`config.mk`:
```
export PLATFORM = sky130hd
export DESIGN_NAME = elk_lock_loop
export DESIGN_NICKNAME = d
export VERILOG_FILES = /design/src/rtl/elk_pkg.sv /design/src/rtl/elk_nco.sv /design/src/rtl/elk_cos_rom.sv /design/src/rtl/elk_loop_filter.sv /design/src/rtl/elk_lock_loop.sv
export SDC_FILE = /design/constraint.sdc
export NUM_CORES = 1
export LEC_CHECK = 0
export ABC_AREA = 1
export BUFFER_PORTS_ARGS = -buffer_cell sky130_fd_sc_hd__buf_2
export CAP_MARGIN = 20
export CELL_PAD_IN_SITES_DETAIL_PLACEMENT = 1
export CELL_PAD_IN_SITES_GLOBAL_PLACEMENT = 1
export CORE_UTILIZATION = 49
export CTS_BUF_LIST = sky130_fd_sc_hd__clkbuf_4
export CTS_CLUSTER_SIZE = 24
export DETAILED_ROUTE_END_ITERATION = 7
export PLACE_DENSITY = 0.95
export SYNTH_ARGS = -nofsm -noshare
export SYNTH_HDL_FRONTEND = slang
export SYNTH_HIERARCHICAL = 1
export SYNTH_SLANG_ARGS = --single-unit
```
`constraint.sdc`:
```
create_clock -name clk -period 12.9 [get_ports clk]
set_input_delay 2.58 -clock clk [delete_from_list [all_inputs] [get_ports clk]]
set_output_delay 2.58 -clock clk [all_outputs]
set_load 0.005 [all_outputs]
```
`src/rtl/elk_pkg.sv`:
```
package elk_pkg;
   localparam real ELK_PI = 3.14159265358979323846;

   // cosine table entry, rounded half away from zero
   function automatic int cos_code(int k, int depth, int amp);
      real ang;
      real v;
      ang = 2.0 * ELK_PI * real'(k) / real'(depth);
      v   = real'(amp) * $cos(ang);
      if (v >= 0.0) return $rtoi(v + 0.5);
      else          return -$rtoi(-v + 0.5);
   endfunction
endpackage

```
`src/rtl/elk_nco.sv`:
```
module elk_nco #(
   parameter int ACC_W = 24
) (
   input  logic             clk,
   input  logic             rst_n,
   input  logic [ACC_W-1:0] freq_word,
   output logic             strobe
);
   logic [ACC_W-1:0] acc;
   logic [ACC_W:0]   sum;

   assign sum = {1'b0, acc} + {1'b0, freq_word};

   always_ff @(posedge clk) begin
      if (!rst_n) begin
         acc    <= '0;
         strobe <= 1'b0;
      end else begin
         acc    <= sum[ACC_W-1:0];
         strobe <= sum[ACC_W];
      end
   end

   // step below half range => never two carries in a row
   AST_STROBE_SINGLE: assert property (@(posedge clk) disable iff (!rst_n)
      strobe |=> !strobe) else $error("strobe wider than one cycle");
endmodule

```
`src/rtl/elk_cos_rom.sv`:
```
module elk_cos_rom #(
   parameter int ADDR_W = 7,
   parameter int DATA_W = 12,
   parameter int AMP    = 1000
) (
   input  logic [ADDR_W-1:0]        addr,
   output logic signed [DATA_W-1:0] data
);
   localparam int DEPTH = 1 << ADDR_W;

   if (AMP >= (1 << (DATA_W - 1))) begin : g_amp_bad
      $error("AMP does not fit DATA_W");
   end

   logic signed [DATA_W-1:0] tbl [DEPTH];

   for (genvar k = 0; k < DEPTH; k++) begin : g_ent
      localparam int V = elk_pkg::cos_code(k, DEPTH, AMP);
      assign tbl[k] = DATA_W'(V);
   end

   assign data = tbl[addr];
endmodule

```
`src/rtl/elk_loop_filter.sv`:
```
module elk_loop_filter #(
   parameter int ERR_W     = 25,
   parameter int ACC_W     = 24,
   parameter int FREQ_NOM  = 2147,
   parameter int FREQ_SPAN = 256,
   parameter int KI_SH     = 10,
   parameter int KP_SH     = 6,
   parameter bit PROP_EN   = 1'b1,
   parameter int LOCK_THR  = 4096,
   parameter int LOCK_WIN  = 256
) (
   input  logic                    clk,
   input  logic                    rst_n,
   input  logic                    err_vld,
   input  logic signed [ERR_W-1:0] err,
   output logic signed [ERR_W-1:0] ctrl,
   output logic [ACC_W-1:0]        freq_word,
   output logic                    locked
);
   localparam longint EMAX  = (longint'(1) <<< (ERR_W - 1)) - 1;
   localparam longint EMIN  = -EMAX - 1;
   localparam longint F_LO  = longint'(FREQ_NOM) - longint'(FREQ_SPAN);
   localparam longint F_HI  = longint'(FREQ_NOM) + longint'(FREQ_SPAN);
   localparam int     CNT_W = $clog2(LOCK_WIN + 1);

   if (ERR_W > 60)            begin : g_w_bad   $error("ERR_W too wide"); end
   if (KI_SH >= ERR_W)        begin : g_ki_bad  $error("KI_SH too large"); end
   if (KP_SH >= ERR_W)        begin : g_kp_bad  $error("KP_SH too large"); end
   if (LOCK_WIN < 1)          begin : g_win_bad $error("LOCK_WIN must be positive"); end

   function automatic logic signed [ERR_W-1:0] sat(input longint v);
      if (v > EMAX)      return ERR_W'(EMAX);
      else if (v < EMIN) return ERR_W'(EMIN);
      else               return ERR_W'(v);
   endfunction

   logic signed [ERR_W-1:0] integ, integ_n, ctrl_n;
   logic [CNT_W-1:0]        cnt;
   longint                  f_raw, mag_n;
   logic [ACC_W-1:0]        f_n;

   assign integ_n = sat(longint'(integ) + longint'(err >>> KI_SH));

   if (PROP_EN) begin : g_pi
      assign ctrl_n = sat(longint'(integ_n) + longint'(err >>> KP_SH));
   end else begin : g_i
      assign ctrl_n = integ_n;
   end

   always_comb begin
      f_raw = longint'(FREQ_NOM) + longint'(ctrl_n);
      if (f_raw > F_HI)      f_n = ACC_W'(F_HI);
      else if (f_raw < F_LO) f_n = ACC_W'(F_LO);
      else                   f_n = ACC_W'(f_raw);
      mag_n = (ctrl_n < 0) ? -longint'(ctrl_n) : longint'(ctrl_n);
   end

   always_ff @(posedge clk) begin
      if (!rst_n) begin
         integ     <= '0;
         ctrl      <= '0;
         freq_word <= ACC_W'(FREQ_NOM);
         cnt       <= '0;
      end else if (err_vld) begin
         integ     <= integ_n;
         ctrl      <= ctrl_n;
         freq_word <= f_n;
         if (mag_n < longint'(LOCK_THR)) begin
            if (cnt != CNT_W'(LOCK_WIN)) cnt <= cnt + 1'b1;
         end else begin
            cnt <= '0;
         end
      end
   end

   assign locked = (cnt == CNT_W'(LOCK_WIN));

   AST_FREQ_HOLD: assert property (@(posedge clk) disable iff (!rst_n)
      !err_vld |=> $stable(freq_word)) else $error("freq moved without update");
   AST_LOCK_SMALL: assert property (@(posedge clk) disable iff (!rst_n)
      locked |-> ((ctrl < 0 ? -longint'(ctrl) : longint'(ctrl)) < longint'(LOCK_THR)))
      else $error("locked with large correction");
   AST_INTEG_NOWRAP: assert property (@(posedge clk) disable iff (!rst_n)
      (err_vld && integ > 0 && err >= 0) |=> integ >= $past(integ))
      else $error("integrator wrapped");
endmodule

```
`src/rtl/elk_lock_loop.sv`:
```
module elk_lock_loop #(
   parameter int SAMPLE_W  = 12,
   parameter int ACC_W     = 24,
   parameter int FREQ_NOM  = 2147,
   parameter int FREQ_SPAN = 256,
   parameter int COS_AMP   = 1000,
   parameter int KI_SH     = 10,
   parameter int KP_SH     = 6,
   parameter bit PROP_EN   = 1'b1,
   parameter int LOCK_THR  = 4096,
   parameter int LOCK_WIN  = 256
) (
   input  logic                        clk,
   input  logic                        rst_n,
   input  logic signed [SAMPLE_W-1:0]  env_in,
   input  logic signed [SAMPLE_W-1:0]  quad_in,
   output logic                        nco_strobe,
   output logic [6:0]                  tbl_addr,
   output logic signed [SAMPLE_W-1:0]  cos_out,
   output logic signed [SAMPLE_W:0]    quad_sum,
   output logic signed [2*SAMPLE_W:0]  phase_err,
   output logic signed [2*SAMPLE_W:0]  loop_ctrl,
   output logic [ACC_W-1:0]            freq_word,
   output logic                        locked
);
   localparam int ADDR_W = 7;
   localparam int PW     = 2 * SAMPLE_W + 1;

   if (FREQ_SPAN >= FREQ_NOM) begin : g_span_bad
      $error("FREQ_SPAN must be below FREQ_NOM");
   end
   if (longint'(FREQ_NOM) + longint'(FREQ_SPAN) >= (longint'(1) <<< (ACC_W - 1))) begin : g_top_bad
      $error("frequency band must stay below half the accumulator range");
   end

   logic                 err_vld;
   logic signed [PW-1:0] prod;

   elk_nco #(.ACC_W(ACC_W)) u_nco (
      .clk(clk), .rst_n(rst_n), .freq_word(freq_word), .strobe(nco_strobe)
   );

   elk_cos_rom #(.ADDR_W(ADDR_W), .DATA_W(SAMPLE_W), .AMP(COS_AMP)) u_rom (
      .addr(tbl_addr), .data(cos_out)
   );

   elk_loop_filter #(
      .ERR_W(PW), .ACC_W(ACC_W), .FREQ_NOM(FREQ_NOM), .FREQ_SPAN(FREQ_SPAN),
      .KI_SH(KI_SH), .KP_SH(KP_SH), .PROP_EN(PROP_EN),
      .LOCK_THR(LOCK_THR), .LOCK_WIN(LOCK_WIN)
   ) u_filt (
      .clk(clk), .rst_n(rst_n), .err_vld(err_vld), .err(phase_err),
      .ctrl(loop_ctrl), .freq_word(freq_word), .locked(locked)
   );

   // reinforced quadrature and correlator
   assign quad_sum = {quad_in[SAMPLE_W-1], quad_in} + {cos_out[SAMPLE_W-1], cos_out};
   assign prod     = PW'(env_in) * PW'(quad_sum);

   always_ff @(posedge clk) begin
      if (!rst_n) begin
         tbl_addr  <= '0;
         phase_err <= '0;
         err_vld   <= 1'b0;
      end else begin
         err_vld <= nco_strobe;
         if (nco_strobe) begin
            tbl_addr  <= tbl_addr + 1'b1;
            phase_err <= prod;
         end
      end
   end

   AST_ADDR_STEP: assert property (@(posedge clk) disable iff (!rst_n)
      nco_strobe |=> tbl_addr == $past(tbl_addr) + 7'd1) else $error("address skipped");
   AST_ADDR_HOLD: assert property (@(posedge clk) disable iff (!rst_n)
      !nco_strobe |=> $stable(tbl_addr)) else $error("address drifted");
   AST_ERR_HOLD: assert property (@(posedge clk) disable iff (!rst_n)
      !nco_strobe |=> $stable(phase_err)) else $error("error changed off strobe");
endmodule

```
==> results.yml, run 1 <==
finish:
  fillerInstances: 5954
  finalNetCount: 3746
  area_growth_pct: 6.097
  fin_area_um2: 21990
  drive_above_1_share: 0.09933
  seqCellArea_um2: 2826
  multi_input_area_um2: 15130
  fin_util: 0.5325
route:
  drc: 0
  num_vias: 22580
  routedWlPerCell_um: 19.34
  ant_nets: 0
  drt_iter0_markers: 1367
  routed_via_density: 5.707
  routed_wl_mm: 76.50
  dr.pass1.iters: 5
timing:
  timing.final.crit_period_ns: 9.248
  clock_skew_ns: 0.04785
  drv_slew: 0
  setup_violations: 0
  tightestPinTransition_ns: 1.022
  fin_ws_ns: 3.652
  fmax_mhz: 108.1
  hold_viol_final: 0
  relSlewSlack: 0.3179
  fin_crit_sh: 0.7169
  timing.hold.ws_ns: 0.4758
  tns_ns: 0
  rsz0062_at_grt: "no"
worst_setup_path:
  crit_fanout: 12
  worst-setup-path-type: "register to register"
  crit_arrival_ns: 9.76
  cp_slowest_cell: "dfxtp_1"
  cp_common_cell: "inv_1"
  worstSetupStartpointType: "register"
  cpPeakStageDelay_ns: 0.73
  worstPathRequired_ns: 13.42
  end_kind: "register"
clock_tree:
  holdBufCountCts: 0
  postCtsSetupBuffers: 0
  cts_sinks: 141
  clk_pin_slew_worst_paths_ns: 0.15
  clock_path_buffers: 2
  cts_root_buf: "clkbuf_4"
  cts_resized: 0
  htree_levels: 4
  worstSkewPairLatency_ns: 0.64
  cts_buffers: 17
  cts_tree: "done"
pwr:
  leakagePower_uw: 0.01256
  ir_drop_mv: 0.5643
  powerDensity_nw_per_um2: 177.3
place:
  io_buffers: 133
  place_area_um2: 21720
  dp_hpwl_mm: 62.15
  place.gp.congestion: 0.9802
  post-place-ws_ns: 3.638
synth:
  synth_seq_cells: 141
  synth_ff_type: "dfxtp_1"
  synth_top_area_cell: "nand2_1"
  synth_edf_count: 0
  synth.yosys.seq_area_share: 0.1362
  syn_inst: 3326
  ys_async_sr_fraction: 0
  syn-num-nets: 3661
  ys_types: 55
  synth_top_area_frac: 0.1710
  yosysWarnings: 6
  synth_area_leaders: "nand2_1 17%, fa_1 14%, dfxtp_1 14%, inv_1 11%, ha_1 9.6%"
  avgSynthCellArea_um2: 6.232
  netlist_area_um2: 20730
hold_path:
  hold_class: "register to register"
global_route:
  grt_max_degree: 62
  grt_pass1_wl_mm: 124.2
  grt_usage: 0.3578
  grt-ovfl-total: 0
  grt_pass1_vias: 23990
  antenna_found_initial: 1
floorplan:
  start_util: 0.5019
  ioPinCount: 134
  rows: 74
  die_w_um: 207.7
  die_area_um2: 43120
  coreArea_um2: 41290
  die_y_um: 207.7
run:
  drv_cap: 0
run_status:
  status: "complete, no violations"
[power breakdown]
| part | switching, uW | internal [uW] |
|---|---|---|
| combinational | 2070 | 1080 |
| sequential | 1.59 | 439 |
| clock | 194 | 117 |
| total | 2270 | 1630 |
[area by class of cell]
class | instances | share of cell area
Antenna cell | 1 | 0.0001138
Inverter | 631 | 0.1078
Sequential cell | 141 | 0.1285
Tap cell | 532 | 0.03027
Multi-Input combinational cell | 2478 | 0.6879
Clock inverter | 12 | 0.005519
Clock buffer | 19 | 0.006487
Timing Repair Buffer | 142 | 0.03334
[flip-flops by register name (all words and copies together) (netlist names)]
register,flops
err_vld,1
phase_err,25
tbl_addr,7
u_filt/cnt,9
u_filt/ctrl,25
u_filt/freq_word,24
u_filt/integ,25
u_nco/acc,24
u_nco/strobe,1
[metrics by stage]
step,cells,total power (uW)
floorplan,3326,2659
global placement,3924,3247
finish,3956,3899
global route,3956,4278
CTS,3955,3873
detailed placement,3924,3551
[critical path: cells and delay by family, from the launching register on]
kind | cells | cell delay [ns]
compound gates | 2 | 0.25
buf+inv | 9 | 1.08
flops | 1 | 0.73
simple gates | 16 | 2.74
fa+ha+maj | 9 | 4.34
[worst paths after layout]
path	startpoint	to	depth (start not counted)	slack, ns
worst max-delay path	tbl_addr[0]	phase_err[23]	36	3.65
worst min-delay path	u_filt/freq_word[23]	u_filt/freq_word[23]	2	0.48
worst max register to register	tbl_addr[0]	phase_err[23]	36	3.65
worst min register to register	u_filt/freq_word[23]	u_filt/freq_word[23]	2	0.48
[cell usage after synthesis (8+ instances only)]
cell,instances
a21oi_2,8
nand4_1,45
nand3_2,9
o211ai_1,34
nand2_2,54
inv_1,593
nand2_1,944
o21bai_1,15
xor2_1,43
nand2_4,12
nor2_1,387
fa_1,150
ha_1,159
nor2_2,24
o21ai_1,22
clkinv_1,9
o21ai_0,73
dfxtp_1,141
xnor2_1,25
nand3_1,239
inv_2,28
buf_2,14
clkbuf_1,40
a21oi_1,146
nor2_4,9
or2_2,8
nor3_1,17
[cell usage in the layout (no fill, tap or decap), drive strengths merged]
cell type and instances:
xor2 44, clkinvlp 1, a31oi 6, a21boi 8, inv 624, or2 14, a21oi 154, o21ai 99
o21a 2, bufinv 2, clkbuf 19, buf 142, a221oi 1, fa 150, nor3 21, diode 1
a21o 3, a22oi 1, ha 159, nand3b 7, o21bai 15, nand2 1011, xnor2 25, nand3 250
dfxtp 141, nand4 45, nor2 420, and2 4, a211oi 1, o211ai 34, clkinv 16, o22ai 4
[routing by layer]
metal | GRT usage | routed length (um) | vias up
li1 | - | - | 10430
met1 | 0.4336 | 31430 | 11130
met2 | 0.6322 | 37730 | 775
met3 | 0.04402 | 3967 | 240
met4 | 0.1630 | 3369 | 0
met5 | 0 | 0 | -
[cells by family (layout without fill, tap and decap cells)]
group	Yosys count	in the layout	synth area share
AO/OA/AOI/OAI	328	328	0.09007
AND/OR/NAND/NOR	1772	1772	0.3688
buffers and inverters	707	804	0.1340
flip-flops	141	141	0.1362
other	0	1	0
XOR/XNOR	69	69	0.03006
adder cells (fa/ha/maj)	309	309	0.2409
(Power assumes the default switching activity.)
==> run 2, diff against run 1 <==
- CORE_UTILIZATION: 49 -> 41
- PLACE_DENSITY: 0.95 -> 0.88
- clock period: 12.9 -> 7.43 ns (I/O delays scaled with it)
==> run 2 against run 1 <==
  * The run now ends with negative setup slack left
  * Combinational power increased to 2.9 times the previous value
  * Non-clock buffer count increased by 268
  * Clock skew decreased by 0.014 ns
  * Largest cell class unchanged
  * Highest routed layer unchanged
==> results.yml, run 2 (synthesized netlist as in run 1, its figures left out) <==
run_status:
  status: "finished with violations"
  violations: "negative setup slack"
route:
  routed_via_density: 5.476
  routedWlPerCell_um: 20.00
  num_vias: 23900
  ant_nets: 0
  drc: 0
  drt_iter0_markers: 1712
  routed_wl_mm: 87.29
  dr.pass1.iters: 8
timing:
  timing.final.crit_period_ns: 7.628
  fmax_mhz: 131.1
  setup_violations: 13
  relSlewSlack: 0.3700
  drv_slew: 0
  fin_ws_ns: -0.1980
  tightestPinTransition_ns: 0.9450
  clock_skew_ns: 0.03355
  hold_viol_final: 0
  rsz0062_at_grt: "yes"
  fin_crit_sh: 1.027
worst_setup_path:
  reg2reg_depth: 37
  cp_slowest_cell: "fa_1"
  worstPathRequired_ns: 7.97
  cp_common_cell: "nand3_1"
  end_kind: "register"
  crit_fanout: 6
  cpPeakStageDelay_ns: 0.68
  worstSetupStartpointType: "register"
  worst-setup-path-type: "register to register"
  crit_arrival_ns: 8.17
floorplan:
  start_util: 0.4148
  die_y_um: 226.8
  die_area_um2: 51450
  ioPinCount: 134
  rows: 82
  coreArea_um2: 49970
  die_w_um: 226.8
finish:
  stdcell_count: 4365
  drive_above_1_share: 0.2292
  finalNetCount: 4014
  area_growth_pct: 22.87
  layout_commonest_cell: "nand2_1"
  top_regs: "phase_err (25), u_filt/ctrl (25), u_filt/integ (25)"
  most-common-layout-cells: "888 x nand2_1, 552 x inv_1, 354 x nor2_1, 262 x buf_4, 230 x nand3_1"
pwr:
  clkPwrFrac: 0.055
  ir_drop_mv: 0.6415
  p_seq_frac: 0.074
  p_sw_frac: 0.5593
  combPwrFrac: 0.871
  power.net_switching_uw: 5791
  power_uw: 10350
  powerDensity_nw_per_um2: 406.6
  power.internal_uw: 4564
  leakagePower_uw: 0.01402
hold_path:
  hold_class: "register to register"
  hold_depth: 2
clock_tree:
  holdBufCountCts: 0
  clk_pin_slew_worst_paths_ns: 0.15
  worstSkewPairLatency_ns: 0.64
  cts_sinks: 141
  htree_levels: 4
  clock_path_buffers: 2
  cts_root_buf: "clkbuf_4"
  cts_tree: "done"
  cts_buffers: 17
place:
  dp_hpwl_mm: 63.83
  placed_cells: 4292
  io_buffers: 133
  place.gp.congestion: 0.9642
global_route:
  grt_max_degree: 78
  grt_pass1_wl_mm: 123.9
  antenna_found_initial: 3
  grt-ovfl-total: 0
  grt_usage: 0.3054
  grt_pass1_vias: 23930
run:
  drv_cap: 0
## run 2: changes by cell type in the layout (fill, tap and decap cells not counted), moves of 15 or more
cell	previous run	this run
ha_4	0	27
nor2_1	387	354
ha_1	159	121
nor2_2	24	42
nand2_1	944	888
inv_1	593	552
nand2_2	54	99
a21oi_1	146	115
inv_2	28	57
a21oi_2	8	32
nor2_4	9	24
buf_4	9	262
## run 2: layout make-up
class	instances	area (um2)
well taps	672	840.8
clock inverters	14	172.7
multi-input cells	2478	16190
inverters	631	2407
flip-flops and latches	141	2839
repair buffers	410	2885
diodes	2	5.005
clock buffers	17	127.6
fillers	6760	24500
## run 2: stage by stage
step	area, um2	setup slack, ns	utilization	hold WS, ns	TNS (ns)
after global routing	25470	-0.5129	0.5097	0.4944	-6.271
after CTS	24180	0.009208	0.4840	0.4789	0
final	25470	-0.1980	0.5097	0.4779	-1.490
after global placement	23690	0.01362	0.4740	0.4478	0
after detailed placement	23690	-0.2317	0.4740	0.4564	-1.930
after floorplan	20730	0.2789	-	0.4525	0
## run 2: layer usage
layer,part of all wire,track usage,wire (um),vias to the layer above
met2,0.49,0.5293,42420,984
met3,0.060,0.04652,5214,363
met5,0,0,0,-
met4,0.053,0.1127,4592,0
met1,0.40,0.3800,35060,11580
li1,-,-,-,10970
## run 2: worst max-delay path, delay by kind of cell (launching register included)
family | cells | cell delay (ns)
flops | 1 | 0.40
buf+inv | 9 | 1.18
compound gates | 5 | 0.86
simple gates | 15 | 1.73
fa+ha+maj | 8 | 3.34
## run 2: worst paths after layout
path / endpoint / start / slack [ns]
worst min-delay path: u_filt/freq_word[17] / u_filt/freq_word[17] / 0.48
worst min register to register: u_filt/freq_word[17] / u_filt/freq_word[17] / 0.48
worst max register to register: phase_err[21] / tbl_addr[1] / -0.20
worst max-delay path: phase_err[21] / tbl_addr[1] / -0.20
## run 2: what timing repair did
action / 4_1_cts / 5_1_grt
gates cloned: 0 / 1
buffers inserted: 4 / 35
resized for setup: 35 / 275
pin swaps: 2 / 140
setup endpoints to repair: 25 / 37
## run 2: power by group through the flow
stage | combinational [uW] | sequential (uW) | clock (uW)
after floorplan | 3840 | 781 | 0
after global placement | 5470 | 781 | 0
after detailed placement | 5940 | 781 | 0
after CTS | 6200 | 765 | 584
after global routing | 9630 | 765 | 618
final | 9020 | 765 | 573
==> run 3, diff against run 2 <==
- CORE_MARGIN: default -> 2
- CORE_UTILIZATION: 41 -> 30
- PLACE_DENSITY: 0.88 -> 0.7
==> run 3 against run 2 <==
  * The run now ends clean
  * Highest routed layer unchanged
  * Register-to-register slack better by 0.41 ns
  * Maximum frequency up 5.7%
  * First-iteration DRC count down 30%
  * Count of clock-buffer cells in the layout unchanged
  * Sequential cell count unchanged
  * Clock power up 4.4%
  * Wire length down 14%
  * Critical path type unchanged
  * Global-route usage down 9.9 points
  * Cell area down 1.4%
  * Setup slack better by 0.41 ns
  * Via count down 8.7%
  * Sequential power about the same
==> results.yml, run 3 (synthesized netlist as in run 1, its figures left out) <==
place:
  place_area_um2: 23530
  dp_hpwl_mm: 61.23
  place.gp.congestion: 0.9046
  io_buffers: 133
  placed_cells: 4442
  post-place-ws_ns: -0.3086
worst_setup_path:
  worst-setup-path-type: "register to register"
  end_kind: "register"
  reg2reg_from: "tbl_addr[1]"
  cp_slowest_cell: "fa_1"
  crit_path_end: "phase_err[24]"
  startpoint: "tbl_addr[1]"
  crit_arrival_ns: 7.78
  worstSetupStartpointType: "register"
  cp_common_cell: "inv_2"
  worstPathRequired_ns: 8.00
  cpPeakStageDelay_ns: 0.54
  ff2ff_setup_slack_ns: 0.22
  reg2reg_depth: 41
  crit_fanout: 7
  timing.rr.end: "phase_err[24]"
finish:
  fin_area_um2: 25100
  fillerInstances: 9012
  finalNetCount: 3940
  multi_input_area_um2: 16090
  drive_above_1_share: 0.2018
  layout_commonest_cell: "nand2_1"
  most-common-layout-cells: "894 x nand2_1, 573 x inv_1, 358 x nor2_1, 229 x nand3_1, 184 x buf_4"
  top_regs: "phase_err (25), u_filt/ctrl (25), u_filt/integ (25)"
  area_growth_pct: 21.11
  seqCellArea_um2: 2839
  stdcell_count: 4500
route:
  routedWlPerCell_um: 16.74
  routed_wl_mm: 75.31
  drt_iter0_markers: 1193
  dr.pass1.iters: 5
  num_vias: 21830
  routed_via_density: 4.852
  drc: 0
  ant_nets: 0
timing:
  tightestPinTransition_ns: 0.8025
  drv_slew: 0
  clock_skew_ns: 0.02626
  timing.final.crit_period_ns: 7.214
  timing.hold.ws_ns: 0.4768
  tns_ns: 0
  hold_viol_final: 0
  setup_violations: 0
  fin_ws_ns: 0.2159
  fin_crit_sh: 0.9709
  relSlewSlack: 0.4650
  fmax_mhz: 138.6
global_route:
  antenna_found_initial: 1
  grt_usage: 0.2068
  grt_max_degree: 74
  grt_pass1_vias: 22030
  grt-ovfl-total: 0
  grt.busiest_layer: "met2"
  use_met2: 0.3547
  use_met3: 0.02325
  grt_pass1_wl_mm: 117.6
  grt_use_met1: 0.2754
floorplan:
  start_util: 0.3027
  rows: 96
  coreArea_um2: 68470
  ioPinCount: 134
  die_w_um: 266.8
  die_y_um: 266.8
  die_area_um2: 71210
clock_tree:
  htree_levels: 4
  cts_root_buf: "clkbuf_4"
  cts_tree: "done"
  worstSkewPairLatency_ns: 0.67
  cts_sinks: 141
  clock_path_buffers: 2
  holdBufCountCts: 0
  cts_buffers: 17
  clk_pin_slew_worst_paths_ns: 0.16
hold_path:
  hold_class: "register to register"
run:
  drv_cap: 0
pwr:
  powerDensity_nw_per_um2: 353.2
  ir_drop_mv: 0.4460
  leakagePower_uw: 0.01364
run_status:
  status: "complete, no violations"
## run 3: changes by cell type in the layout (fill, tap and decap cells not counted), moves of 5 or more
cell,before,now
buf_4,262,184
inv_1,552,573
inv_2,57,39
a21oi_1,115,122
nor2_4,24,17
ha_2,11,5
nand2_1,888,894
a21oi_4,7,2
## run 3: critical path, delay by kind of cell (launching register included)
kind,cells,cell delay (ns)
buf+inv,14,1.30
compound gates,2,0.28
simple gates,16,1.88
flops,1,0.40
fa+ha+maj,9,3.27
## run 3: per-layer routing
layer / vias to the layer above / part of all wire
li1: 10820 / -
met1: 10610 / 0.47
met2: 319 / 0.48
met3: 86 / 0.030
met4: 0 / 0.022
met5: - / 0
## run 3: how the worst min path moves through the flow
| stage | from | cells after the start | slack (ns) | endpoint |
|---|---|---|---|---|
| after floorplan | u_filt/freq_word[12] | 2 | 0.45 | u_filt/freq_word[12] |
| after global placement | u_filt/freq_word[13] | 2 | 0.45 | u_filt/freq_word[13] |
| after detailed placement | u_filt/freq_word[13] | 2 | 0.46 | u_filt/freq_word[13] |
| after CTS | u_filt/freq_word[17] | 2 | 0.48 | u_filt/freq_word[17] |
| after global routing | u_filt/freq_word[17] | 2 | 0.49 | u_filt/freq_word[17] |
| final | u_filt/freq_word[13] | 2 | 0.48 | u_filt/freq_word[13] |
## run 3: final cells by class
cell class                 instances  share of cell area
multi-input combinational       2479              0.6411
sequential                       141              0.1131
inverter                         631             0.09555
timing repair buffer             335             0.09371
tap                              882             0.04396
clock inverter                    14            0.007427
clock buffer                      17            0.005084
antenna                            1          0.00009969
## run 3: stage by stage
step / utilization / power, uW
4_1_cts: 0.3498 / 7679
5_1_grt: 0.3666 / 9862
3_3_place_gp: 0.3436 / 6711
3_5_place_dp: 0.3436 / 6886
6_report: 0.3666 / 8867
2_1_floorplan: - / 4616
## run 3: timing repair
action | 4_1_cts | 5_1_grt
pin swaps | 2 | 60
resized for setup | 23 | 243
endpoints found under the setup margin | 14 | 37
buffers inserted | 4 | 20
cloned | 0 | 2
## run 3: power breakdown
group	switching [uW]	total, uW	internal (uW)
Clock	359	598	240
Combinational	4120	7510	3390
Sequential	2.38	764	761
